$ cat src/rtl/mov_dec_pkg.sv
package mov_dec_pkg;
  localparam int BYTE_W = 8;
  localparam int WORD_W = 2 * BYTE_W;
  localparam int LEN_W  = 3;

  localparam logic [5:0] RM_OPC_TOP  = 6'b100010;
  localparam logic [3:0] IMM_OPC_TOP = 4'b1011;
  localparam logic [1:0] MOD_NODISP  = 2'b00;
  localparam logic [1:0] MOD_DISP8   = 2'b01;
  localparam logic [1:0] MOD_DISP16  = 2'b10;
  localparam logic [2:0] RM_DIRECT   = 3'b110;

  typedef enum logic [2:0] {
    ST_OPC,
    ST_MODRM,
    ST_DISP_LO,
    ST_DISP_HI,
    ST_IMM_LO,
    ST_IMM_HI
  } seq_state_e;

  typedef struct packed {
    logic              illegal;
    logic              imm_form;
    logic              dir;
    logic              wide;
    logic [1:0]        mod;
    logic [2:0]        reg_f;
    logic [2:0]        rm;
    logic [WORD_W-1:0] disp;
    logic [WORD_W-1:0] imm;
    logic [LEN_W-1:0]  len;
  } mov_rec_t;

  // Number of displacement bytes that follow the mode byte
  function automatic logic [1:0] disp_count(input logic [1:0] mod, input logic [2:0] rm);
    if (mod == MOD_DISP8)                              return 2'd1;
    else if (mod == MOD_DISP16)                        return 2'd2;
    else if (mod == MOD_NODISP && rm == RM_DIRECT)     return 2'd2;
    else                                               return 2'd0;
  endfunction
endpackage

$ cat src/rtl/mov_opc_class.sv
module mov_opc_class
  import mov_dec_pkg::*;
#(
  parameter int BW = BYTE_W
) (
  input  logic [BW-1:0] opc,
  output logic          is_rm,
  output logic          is_imm,
  output logic          is_bad
);
  always_comb begin
    is_rm  = (opc[BW-1 -: 6] == RM_OPC_TOP);
    is_imm = (opc[BW-1 -: 4] == IMM_OPC_TOP);
    is_bad = !(is_rm || is_imm);
  end

  always_comb begin
    assert_class_onehot_R8: assert ($countones({is_rm, is_imm, is_bad}) == 1);
  end
endmodule

$ cat src/rtl/mov_dec_seq.sv
module mov_dec_seq
  import mov_dec_pkg::*;
(
  input  logic              clk,
  input  logic              rst_n,
  input  logic              take,
  input  logic [BYTE_W-1:0] byte_in,
  output logic              done,
  output mov_rec_t          rec_now
);
  localparam int LO_HI = BYTE_W - 1;

  seq_state_e state, nxt;
  mov_rec_t   acc;
  logic       is_rm, is_imm, is_bad;
  logic [LEN_W-1:0] base_len;

  mov_opc_class #(.BW(BYTE_W)) class_i (
    .opc    (byte_in),
    .is_rm  (is_rm),
    .is_imm (is_imm),
    .is_bad (is_bad)
  );

  always_comb begin
    rec_now  = (state == ST_OPC) ? '0 : acc;
    base_len = (state == ST_OPC) ? '0 : acc.len;
    rec_now.len = base_len + LEN_W'(1);
    nxt  = state;
    done = 1'b0;
    unique case (state)
      ST_OPC: begin
        if (is_rm) begin
          rec_now.dir  = byte_in[1];
          rec_now.wide = byte_in[0];
          nxt = ST_MODRM;
        end else if (is_imm) begin
          rec_now.imm_form = 1'b1;
          rec_now.dir      = 1'b1;
          rec_now.wide     = byte_in[3];
          rec_now.reg_f    = byte_in[2:0];
          nxt = ST_IMM_LO;
        end else begin
          rec_now.illegal = is_bad;
          done = 1'b1;
        end
      end
      ST_MODRM: begin
        rec_now.mod   = byte_in[7:6];
        rec_now.reg_f = byte_in[5:3];
        rec_now.rm    = byte_in[2:0];
        if (disp_count(byte_in[7:6], byte_in[2:0]) == 2'd0) done = 1'b1;
        else nxt = ST_DISP_LO;
      end
      ST_DISP_LO: begin
        rec_now.disp[LO_HI:0] = byte_in;
        if (disp_count(acc.mod, acc.rm) == 2'd1) done = 1'b1;
        else nxt = ST_DISP_HI;
      end
      ST_DISP_HI: begin
        rec_now.disp[WORD_W-1:BYTE_W] = byte_in;
        done = 1'b1;
      end
      ST_IMM_LO: begin
        rec_now.imm[LO_HI:0] = byte_in;
        if (!acc.wide) done = 1'b1;
        else nxt = ST_IMM_HI;
      end
      ST_IMM_HI: begin
        rec_now.imm[WORD_W-1:BYTE_W] = byte_in;
        done = 1'b1;
      end
      default: begin
        done = 1'b0;
        nxt  = ST_OPC;
      end
    endcase
    if (done) nxt = ST_OPC;
  end

  always_ff @(posedge clk) begin
    if (!rst_n) begin
      state <= ST_OPC;
      acc   <= '0;
    end else if (take) begin
      state <= nxt;
      acc   <= rec_now;
    end
  end

  assert_hi_ends_R6: assert property (@(posedge clk) disable iff (!rst_n)
    (take && (state == ST_DISP_HI || state == ST_IMM_HI)) |=> state == ST_OPC);
  assert_idle_hold_R9: assert property (@(posedge clk) disable iff (!rst_n)
    !take |=> $stable(state));
endmodule

$ cat src/rtl/mov_out_stage.sv
module mov_out_stage
  import mov_dec_pkg::*;
(
  input  logic     clk,
  input  logic     rst_n,
  input  logic     load,
  input  mov_rec_t rec_in,
  input  logic     out_ready,
  output logic     out_valid,
  output mov_rec_t rec_out,
  output logic     free
);
  assign free = !out_valid || out_ready;

  always_ff @(posedge clk) begin
    if (!rst_n) begin
      out_valid <= 1'b0;
      rec_out   <= '0;
    end else if (load) begin
      out_valid <= 1'b1;
      rec_out   <= rec_in;
    end else if (out_ready) begin
      out_valid <= 1'b0;
    end
  end

  assert_load_shows_R10: assert property (@(posedge clk) disable iff (!rst_n)
    load |=> out_valid);
  assert_hold_R9: assert property (@(posedge clk) disable iff (!rst_n)
    (out_valid && !out_ready) |=> (out_valid && $stable(rec_out)));
endmodule

$ cat src/rtl/mov_byte_decoder.sv
module mov_byte_decoder
  import mov_dec_pkg::*;
(
  input  logic              clk,
  input  logic              rst_n,
  input  logic              in_valid,
  output logic              in_ready,
  input  logic [BYTE_W-1:0] in_byte,
  output logic              out_valid,
  input  logic              out_ready,
  output logic              out_illegal,
  output logic              out_imm_form,
  output logic              out_dir,
  output logic              out_wide,
  output logic [1:0]        out_mod,
  output logic [2:0]        out_reg,
  output logic [2:0]        out_rm,
  output logic [WORD_W-1:0] out_disp,
  output logic [WORD_W-1:0] out_imm,
  output logic [LEN_W-1:0]  out_len
);
  logic     take, done, free;
  mov_rec_t rec_now, rec_q;

  assign take     = in_valid && in_ready;
  assign in_ready = free;

  mov_dec_seq seq_i (
    .clk     (clk),
    .rst_n   (rst_n),
    .take    (take),
    .byte_in (in_byte),
    .done    (done),
    .rec_now (rec_now)
  );

  mov_out_stage out_i (
    .clk       (clk),
    .rst_n     (rst_n),
    .load      (take && done),
    .rec_in    (rec_now),
    .out_ready (out_ready),
    .out_valid (out_valid),
    .rec_out   (rec_q),
    .free      (free)
  );

  assign out_illegal  = rec_q.illegal;
  assign out_imm_form = rec_q.imm_form;
  assign out_dir      = rec_q.dir;
  assign out_wide     = rec_q.wide;
  assign out_mod      = rec_q.mod;
  assign out_reg      = rec_q.reg_f;
  assign out_rm       = rec_q.rm;
  assign out_disp     = rec_q.disp;
  assign out_imm      = rec_q.imm;
  assign out_len      = rec_q.len;

  assert_illegal_len_R8: assert property (@(posedge clk) disable iff (!rst_n)
    (out_valid && out_illegal) |-> (out_len == 3'd1 && !out_imm_form));
  assert_imm_len_R7: assert property (@(posedge clk) disable iff (!rst_n)
    (out_valid && out_imm_form) |-> (out_len == 3'd2 + {2'b0, out_wide} && out_dir));
  assert_rm_len_R4: assert property (@(posedge clk) disable iff (!rst_n)
    (out_valid && !out_illegal && !out_imm_form) |-> (out_len >= 3'd2 && out_len <= 3'd4));
  assert_stall_blocks_R9: assert property (@(posedge clk) disable iff (!rst_n)
    (out_valid && !out_ready) |-> !in_ready);
endmodule

$ cat config.mk
export PLATFORM = sky130hd
export DESIGN_NAME = mov_byte_decoder
export DESIGN_NICKNAME = d
export VERILOG_FILES = /design/src/rtl/mov_dec_pkg.sv /design/src/rtl/mov_opc_class.sv /design/src/rtl/mov_dec_seq.sv /design/src/rtl/mov_out_stage.sv /design/src/rtl/mov_byte_decoder.sv
export SDC_FILE = /design/constraint.sdc
export NUM_CORES = 1
export LEC_CHECK = 0
export CAP_MARGIN = 25
export CORE_ASPECT_RATIO = 1.2
export CORE_MARGIN = 3
export CORE_UTILIZATION = 50
export CTS_BUF_LIST = sky130_fd_sc_hd__clkbuf_4
export CTS_CLUSTER_DIAMETER = 120
export DETAILED_ROUTE_END_ITERATION = 8
export DONT_BUFFER_PORTS = 1
export GPL_ROUTABILITY_DRIVEN = 0
export PLACE_DENSITY = 0.75
export SLEW_MARGIN = 20
export SYNTH_ARGS = -nofsm -noshare
export SYNTH_HDL_FRONTEND = slang
export SYNTH_SLANG_ARGS = --single-unit
$ cat constraint.sdc
create_clock -name clk -period 2.2 [get_ports clk]
set_input_delay 0.33 -clock clk [delete_from_list [all_inputs] [get_ports clk]]
set_output_delay 0.33 -clock clk [all_outputs]
set_load 0.02 [all_outputs]
# [Word-level counts from Yosys, hierarchy flattened]
# Cells that the tools add are included.
[word_totals] register_bits=98 inputBits=12
[classes] n_addsub=1 n_eq_ne=19 mux=39 reduce_logical=15
[op_table] operator="two-way mux 47 bit" n=1
[op_table] operator="two-way mux 3 bit" n=11
[op_table] operator="two-way mux 8 bit" n=4
[op_table] operator="two-way mux 2 bit" n=11
[op_table] operator="one-hot mux 3 bit (5 select lines)" n=1
[op_table] operator="== test 3 bit, second input constant" n=4
[op_table] operator="two-way mux 1 bit" n=8
[op_table] operator="== test 2 x 1 -> 1 bit, second input constant" n=3
[op_table] operator="== test 3 x 2 -> 1 bit, second input constant" n=2
[op_table] operator="== test 6 bit, second input constant" n=1
[op_table] operator="zero test 2 bit" n=3
[op_table] operator="inequality test 3 bit, second input constant" n=2
[op_table] operator="one-hot mux 3 bit (2 select lines)" n=1
[op_table] operator="AND reduction 6 bit" n=1
[op_table] operator="one-hot mux 1 bit (5 select lines)" n=1
[op_table] operator="== test 2 bit, second input constant" n=2
[op_table] operator="== test 4 bit, second input constant" n=1
[op_table] operator="logical AND 1 bit" n=4
[op_table] operator="two-way mux 4 bit" n=1
[op_table] operator="inequality test 4 bit, second input constant" n=1
[op_table] operator="adder 3 x 1 -> 3 bit, second input constant" n=1
[op_table] operator="== test 3 x 1 -> 1 bit, second input constant" n=1
[op_table] operator="zero test 3 bit" n=1
[op_table] operator="inequality test 3 x 2 -> 1 bit, second input constant" n=1
[op_table] operator="other kinds (5)" n=7

# [Depth between registers and ports, before layout]
# Gate-level depths: netlist of run 1.
[depth] depth_word=11 depth_mapped=8 ltp_nobuf=6

# [Modules after synthesis]
# Synthesis of run 1 repeated with hierarchy kept, for this count alone.
[hier_totals] cells_unflattened=585 area_unflattened_um2=4889.7
[modules_own_cells] mod="mov_dec_seq" n_inst=1 cells_per_inst=421 area_per_inst_um2=2996.6
[modules_own_cells] mod="mov_out_stage" n_inst=1 cells_per_inst=156 area_per_inst_um2=1845.5
[modules_own_cells] mod="mov_opc_class" n_inst=1 cells_per_inst=6 area_per_inst_um2=35.0
[modules_own_cells] mod="mov_byte_decoder" n_inst=1 cells_per_inst=2 area_per_inst_um2=12.5

# [Worst setup path before layout of run 1]
# OpenSTA, ideal clock, no wires.
[synth_path] path_kind="input -> register" startpoint="input port in_byte[6]" endpoint="register out_i.rec_out[40] (netlist bit)" setup_time_ps=117 arrival_ps=1908 required_ps=2083 setup_slack_ps=175 stages=8 path_buffers=3 path_cell_list="buf_6 -> nand3b_4 -> or4_4 -> a21o_1 -> buf_6 -> or2_1 -> buf_6 -> a32o_1"
[synth_via] elab_chain_len=10 elab_cells_between_ends=19 cone_classes="4 x eq/ne; 11 x mux; 4 x reduce/logical"
[synth_lines] item="start: declaration" line_no="mov_byte_decoder.sv:8" rtl="input logic [BYTE_W-1:0] in_byte,"
[synth_lines] item="zero test 2 bit" line_no="mov_dec_pkg.sv:39" rtl="else if (mod == MOD_NODISP && rm == RM_DIRECT) return 2'd2;"
[synth_lines] item="logical AND 1 bit" line_no="mov_dec_pkg.sv:39"
[synth_lines] item="two-way mux 2 bit" line_no="mov_dec_pkg.sv:39"
[synth_lines] item="two-way mux 2 bit" line_no="mov_dec_pkg.sv:38" rtl="else if (mod == MOD_DISP16) return 2'd2;"
[synth_lines] item="two-way mux 2 bit" line_no="mov_dec_pkg.sv:37" rtl="if (mod == MOD_DISP8) return 2'd1;"
[synth_lines] item="two-way mux 2 bit" line_no="mov_dec_seq.sv:31" rtl="unique case (state)"
[synth_lines] item="zero test 2 bit" line_no="mov_dec_seq.sv:52" rtl="if (disp_count(byte_in[7:6], byte_in[2:0]) == 2'd0) done = 1'b1;"
[synth_lines] item="two-way mux 1 bit" line_no="mov_dec_seq.sv:52"
[synth_lines] item="one-hot mux 1 bit (5 select lines)" line_no="mov_dec_seq.sv:31"
[synth_lines] item="logical AND 1 bit" line_no="mov_byte_decoder.sv:40" rtl=".load (take && done),"
[synth_lines] item="end signal: assignment" line_no="mov_out_stage.sv:21" rtl="rec_out <= rec_in;"
[synth_lines] item="end: declaration" line_no="mov_out_stage.sv:10" rtl="output mov_rec_t rec_out,"
# Several ways; a longest one is shown, not always the timed one. The select of a mux whose other input is x is not followed.
# A chain may end at the register's enable or synchronous reset.

# [Worst setup path in the final report of run 1]
[layout_path] startpoint="register seq_i.state[2]" endpoint="register out_i.rec_out[21] (netlist bit)"
[layout_via] elab_chain_len=4 elab_cells_between_ends=11 cone_classes="5 x eq/ne; 3 x mux; 3 x reduce/logical"
[layout_lines] item="start: declaration" line_no="mov_dec_seq.sv:13" rtl="seq_state_e state, nxt;"
[layout_lines] item="start signal: assignment" line_no="mov_dec_seq.sv:86" rtl="state <= nxt;"
[layout_lines] item="== test 3 x 2 -> 1 bit or == test 3 bit (tied branches)" line_no="mov_dec_seq.sv:31"
[layout_lines] item="OR reduction 2 bit (no source line)"
[layout_lines] item="one-hot mux 1 bit (5 select lines)" line_no="mov_dec_seq.sv:31"
[layout_lines] item="logical AND 1 bit" line_no="mov_byte_decoder.sv:40"
# Several ways; a longest one is shown, not always the timed one.

==> reports/metrics.cfg, run 1 <==
[outcome]
status=complete, no violations

[routing]
route.detailed.drc=0
drt_wl_total_mm=11.2
via_count=3821
drt_iter0_markers=307
via_per_inst=5.64
wl_per_cell_um=16.5
drtAntennaViolNets=0
firstDrtPassIters=5

[timing]
fin_crit_sh_pct=92.2
max_slew_margin_pct=55.9
setup_viol=0
maxSlewViolCount=0
whs_ps=18.9
fin_setup_tns_ps=0
period_minus_slack_ps=2030
worst_pin_slew_ps=660
rsz0062_at_grt=false
skew_ps=19.8
fmax_mhz=493
hold_viol=0

[layout]
syn2layout_area_growth_pct=5.41
utilization_pct=54.2
drive_gt1_share_pct=10.4
layout.cells.non_filler=677
num_antenna_cells=0
nets=565

[clock_network]
cts-htree-levels=3
clkTransAtPathRegs_ps=150
clock_latency_ps=480
cts_buffer_depth=2
cts_sinks=98
cts_root_buf=clkbuf_4
cts_buffers=9
cts_tree=done

[power]
p_leak_nw=1.92
p_total_mw=3.44
p_per_area_nw_per_um2=700
vdd_drop_max_mv=0.332

[yosys]
synth_fa_ha_area_share_pct=0.268
yosysUniqueCellTypes=54
synth_top_family_by_area=simple AND/OR/NAND/NOR gates
synth.top_cell.area_share_pct=42.0
ys_seq_area_share_pct=42.0
synth-simple-area-share_pct=25.7
synth-compound-area-share_pct=14.3
ys_async_sr_fraction_pct=0
synth_area_leaders=dfxtp_1 42%, nand2_1 12%, mux2i_1 11%, nor2_1 5.3%, o21ai_0 3.2%
synth_cells=566
synth_edf_count=0
ys_seq_elements=98
ys.flop_type=dfxtp_1
netlist_area_um2=4670
synth_mux_area_share_pct=10.7
synth_xor_area_share_pct=0.375
synth_area_per_cell_um2=8.25
synth_warnings=0
synthesis.nets=579
yosysTopAreaCell=dfxtp_1

[grt]
gr-total-overflow=0
grt_max_degree=63
met1_usage_pct=26.7
grt_use_met2_pct=36.7
track_usage_pct=21.9
grt_pass1_wl_mm=18.3
grt.met3_usage_pct=5.47
grt_pass1_vias=3659
antenna_found_initial=0
busiest_layer=met2

[min_path]
hp-class=primary input to register

[floorplanning]
die-area_um2=10500
initial_core_util_pct=51.4
boundaryPins=61
die_x_um=94.2
die_y_um=112
rows=38
core_area_um2=9080

[flow_run]
drv_cap=0

[worst_setup_path]
worst_ep_arrival_time_ps=2440
cp-end-kind=register
criticalPathCategory=register to register
cp.required_ps=2610
worstPathCellList=or3_1 -> nor2_4 -> a21o_1 -> buf_4 -> o21a_1 -> mux2i_1
crit_family=simple AND/OR/NAND/NOR gates
max_stage_delay_ps=500
critical_path_buf_inv_count=1
startpoint_type=register
worstPathMaxFanout=7
crit_slowest_cell=or3_1

[placement]
port_buffers=0
dp_hpwl_mm=7.38
dp.cells=654

==> worst paths after layout <==
check                 startpoint                 to  slack, ps  cells past startpoint
hold reg to reg    seq_i.acc[44]      seq_i.acc[44]        470                      2
setup / recovery  seq_i.state[2]  out_i.rec_out[21]        170                      6
hold / removal             rst_n  out_i.rec_out[31]         20                      2
setup reg to reg  seq_i.state[2]  out_i.rec_out[21]        170                      6
==> synth_stat cells (all sizes together), types with 3 or more instances <==
library cell  count
buf              14
o21ai            31
o221a             3
nand3b            3
and2             10
o211ai            7
dfxtp            98
inv               3
nand3            16
a21oi            12
o221ai            6
a22o              8
clkbuf           34
or2               4
o21a              4
nor3             14
a31oi             3
nand2           144
mux2i            50
nor2             67
o211a             3
==> layer usage <==
layer | part of all wire [%] | wire [um]
met1 | 42 | 4670
met2 | 50 | 5550
met3 | 6.0 | 666
met5 | 0 | 0
met4 | 2.4 | 271
==> cell type report <==
type                    count  area [um2]
clock inverters             7        76.3
flip-flops and latches     98        1960
inverters                   3        11.3
well taps                 120         150
multi-input cells         416        2400
fillers                   838        4160
clock buffers               9        67.6
repair buffers             24         253
==> what timing repair did <==
action | in CTS | in global routing
setup buffers | 0 | 0
endpoints found under the hold margin | 45 | 3
resized for setup | 0 | 0
hold buffers | 5 | 2
==> cells by family after synthesis <==
| logic type | after synthesis |
|---|---|
| compound gates | 89 |
| xor+xnor | 2 |
| fa+ha+maj | 1 |
| buf+inv | 52 |
| flops | 98 |
| mux | 50 |
| simple gates | 274 |
==> layout by cell type, fill, tap and decap left out, types with 4 or more instances in the layout <==
| master | instances |
|---|---|
| nand2_1 | 144 |
| mux2i_1 | 50 |
| o21a_1 | 4 |
| a22o_1 | 6 |
| clkbuf_4 | 9 |
| o21ai_0 | 30 |
| buf_4 | 14 |
| o221ai_2 | 6 |
| nor3_1 | 14 |
| and2_1 | 9 |
| dlygate4sd3_1 | 6 |
| nand3_1 | 16 |
| o211ai_1 | 7 |
| nor2_1 | 66 |
| dfxtp_1 | 98 |
| a21oi_1 | 12 |
==> state kept, by name, summed over array words and instances, names as in the netlist <==
signal and count:
out_i.rec_out 47, seq_i.acc 47, seq_i.state 3, out_i.out_valid 1
==> worst register-to-register path: cells and delay by family (launching register included) <==
| family | cells | cell delay [ps] |
|---|---|---|
| buffers and inverters | 1 | 190 |
| multiplexers | 1 | 220 |
| AO/OA/AOI/OAI | 2 | 540 |
| flip-flops | 1 | 340 |
| AND/OR/NAND/NOR | 2 | 680 |
==> stage by stage <==
stage | worst slack, ps | instance area [um2]
after floorplan | 175 | 4670
after global placement | 209 | 4690
after detailed placement | 174 | 4690
after CTS | 182 | 4900
after global routing | 26.7 | 4920
final | 172 | 4920
==> where the power goes <==
part / switching, mW / total, mW / internal (mW)
Clock: 0.639 / 0.995 / 0.356
Combinational: 0.298 / 0.499 / 0.201
Sequential: 0.0967 / 1.95 / 1.85
Power figures use the tool's default switching activity.
==> run 2, diff against run 1 <==
--- a/config.mk
+++ b/config.mk
@@ -7,7 +7,6 @@
 export LEC_CHECK = 0
 export CAP_MARGIN = 25
 export CORE_ASPECT_RATIO = 1.2
-export CORE_MARGIN = 3
 export CORE_UTILIZATION = 50
 export CTS_BUF_LIST = sky130_fd_sc_hd__clkbuf_4
 export CTS_CLUSTER_DIAMETER = 120
==> run 2 against run 1 <==
Compared with the run above:
- flip-flop and latch count is the same
- die area shrank 7.7%
- combinational power shrank 3%
- critical path type unchanged
- largest cell class unchanged
- critical endpoint is now out_i.rec_out[1]
- register-to-register slack is essentially flat
- first-iteration DRC count shrank 32%
- hold slack gained 18 ps
- setup slack lost 4.5 ps
- global-route usage grew 0.94 points
- largest power group unchanged
==> reports/metrics.cfg, run 2 (synthesized netlist as in run 1, its figures left out) <==
[timing]
maxSlewViolCount=0  ; unchanged
setup_ws_ps=168  ; was 172 ps
rsz0062_at_grt=false  ; unchanged
hold_viol=0  ; unchanged
setup_viol=0  ; unchanged
fin_setup_tns_ps=0  ; unchanged
max_slew_margin_pct=65.3  ; was 55.9%
worst_pin_slew_ps=516  ; was 660 ps
skew_ps=12.4  ; was 19.8 ps
fin_crit_sh_pct=92.4  ; was 92.2%
period_minus_slack_ps=2030  ; about the same
fmax_mhz=492  ; was 493 MHz

[worst_setup_path]
criticalPathCategory=register to register  ; unchanged
crit_slowest_cell=or3_1  ; unchanged
worstPathMaxFanout=7  ; unchanged
worstPathCellList=or3_1 -> nor2_4 -> a21o_1 -> buf_4 -> o21a_1 -> mux2i_1  ; unchanged
max_stage_delay_ps=500  ; about the same
startpoint_type=register  ; unchanged
cp-end-kind=register  ; unchanged
cp.required_ps=2600  ; was 2610 ps
worst_ep_arrival_time_ps=2430  ; was 2440 ps

[routing]
via_count=3788  ; was 3821
via_per_inst=5.64  ; about the same
drtAntennaViolNets=0  ; unchanged
route.detailed.drc=0  ; unchanged
drt_iter0_markers=209  ; was 307
firstDrtPassIters=5  ; unchanged
drt_wl_total_mm=10.8  ; was 11.2 mm
wl_per_cell_um=16.1  ; was 16.5 um

[grt]
gr-total-overflow=0  ; unchanged
antenna_found_initial=0  ; unchanged
track_usage_pct=22.8  ; was 21.9%
grt_pass1_wl_mm=17.7  ; was 18.3 mm
grt_max_degree=83  ; was 63
grt_pass1_vias=3618  ; was 3659

[clock_network]
clkTransAtPathRegs_ps=140  ; was 150 ps
postCtsSetupRepairBufs=0  ; unchanged
cts_root_buf=clkbuf_4  ; unchanged
cts_tree=done  ; unchanged
clock_latency_ps=460  ; was 480 ps
cts_buffer_depth=2  ; unchanged
cts_buffers=9  ; unchanged
cts-htree-levels=3  ; unchanged
cts_sinks=98  ; unchanged

[layout]
drive_gt1_share_pct=10.1  ; was 10.4%
stdcell_area_um2=4890  ; was 4920 um2
layout_commonest_cell=nand2_1  ; unchanged
num_antenna_cells=0  ; unchanged
fill_cells=853  ; was 838
final_cell_mix=144 x nand2_1, 98 x dfxtp_1, 66 x nor2_1, 50 x mux2i_1, 30 x o21ai_0  ; unchanged
syn2layout_area_growth_pct=4.77  ; was 5.41%
nets=560  ; was 565
multi_input_area_um2=2400  ; unchanged
seq_area_um2=1960  ; unchanged
reg_top3=out_i.rec_out: 47 flops, seq_i.acc: 47 flops, seq_i.state: 3 flops  ; unchanged

[power]
power_frac_comb_pct=13.9  ; was 14.5%
p_int_mw=2.53  ; was 2.41 mW
p_sw_uw=977  ; was 1.03 mW
swShare_pct=27.9  ; was 30.0%
vdd_drop_max_mv=0.291  ; was 0.332 mV
seqPwrFrac_pct=55.6  ; was 56.6%
p_per_area_nw_per_um2=717  ; was 700 nW/um2
clkPwrFrac_pct=30.6  ; was 28.9%
p_leak_nw=1.90  ; was 1.92 nW

[floorplanning]
die_y_um=108  ; was 112 um
rows=38  ; unchanged
die_x_um=90.2  ; was 94.2 um
initial_core_util_pct=51.7  ; was 51.4%
boundaryPins=61  ; unchanged
core_area_um2=9030  ; was 9080 um2
die-area_um2=9730  ; was 10500 um2

[placement]
dp_slack_ps=168  ; was 174 ps
port_buffers=0  ; unchanged
dp_hpwl_mm=7.15  ; was 7.38 mm
placed_cell_area_um2=4680  ; was 4690 um2

[flow_run]
drv_cap=0  ; unchanged

[outcome]
status=complete, no violations  ; unchanged

[min_path]
hp-class=primary input to register  ; unchanged

==> run 2: cell types whose count changed in the layout (fill, tap and decap cells not counted) <==
| cell | delta |
|---|---|
| buf_4 | -1 |
| bufinv_16 | +1 |
| clkbuf_4 | +2 |
| clkinv_1 | +1 |
| clkinv_2 | -1 |
| dlygate4sd3_1 | -4 |
| inv_6 | -3 |
==> run 2: per-layer routing <==
metal	routed length (um)	share of wire [%]	up-vias	track usage (%)
met5	0	0	-	0
met4	171	1.6	0	10.0
met3	656	6.1	15	6.07
met2	5400	50	114	39.5
met1	4570	42	1772	26.5
li1	-	-	1887	-
==> run 2: worst max-delay path: cells and delay by family, from the launching register on <==
kind	cells	cell delay, ps
and+or+nand+nor	2	670
AOI/OAI and AO/OA	2	550
DFF	1	340
muxes	1	220
buffers and inverters	1	190
==> run 2: worst paths after layout <==
kind / cells after the start / to / start / slack [ps]
worst max-delay path: 6 / out_i.rec_out[1] / seq_i.state[2] / 170
worst min register to register: 2 / seq_i.acc[1] / seq_i.acc[1] / 460
worst max register to register: 6 / out_i.rec_out[1] / seq_i.state[2] / 170
worst min-delay path: 2 / out_i.rec_out[30] / rst_n / 40
==> run 2: through the flow <==
step	utilization [%]	hold slack (ps)	total power [mW]	std cells
3_5_place_dp	51.8	446	2.44	653
2_1_floorplan	-	432	2.40	566
5_1_grt	54.1	0.276	3.68	672
6_report	54.1	36.5	3.50	672
3_3_place_gp	51.8	439	2.43	653
4_1_cts	54.1	2.75	3.54	672
==> run 2: timing repair <==
action | in CTS | in global routing
gates resized for setup | 0 | 0
hold buffers | 3 | 0
setup endpoints to repair | 0 | 0
endpoints found under the hold margin | 53 | 0
==> run 2: layout make-up <==
type	instances	share of cell area, %
Sequential cell	98	40.1
Inverter	3	0.230
Clock inverter	5	1.61
Multi-Input combinational cell	416	49.1
Timing Repair Buffer	19	4.20
Clock buffer	11	1.69
Tap cell	120	3.07
==> run 2: power groups by stage <==
stage / Combinational, mW / Sequential [mW] / Clock, mW
finish: 0.486 / 1.95 / 1.07
detailed placement: 0.453 / 1.99 / 0
floorplan: 0.429 / 1.97 / 0
global placement: 0.442 / 1.98 / 0
global route: 0.534 / 1.96 / 1.19
CTS: 0.486 / 1.95 / 1.11
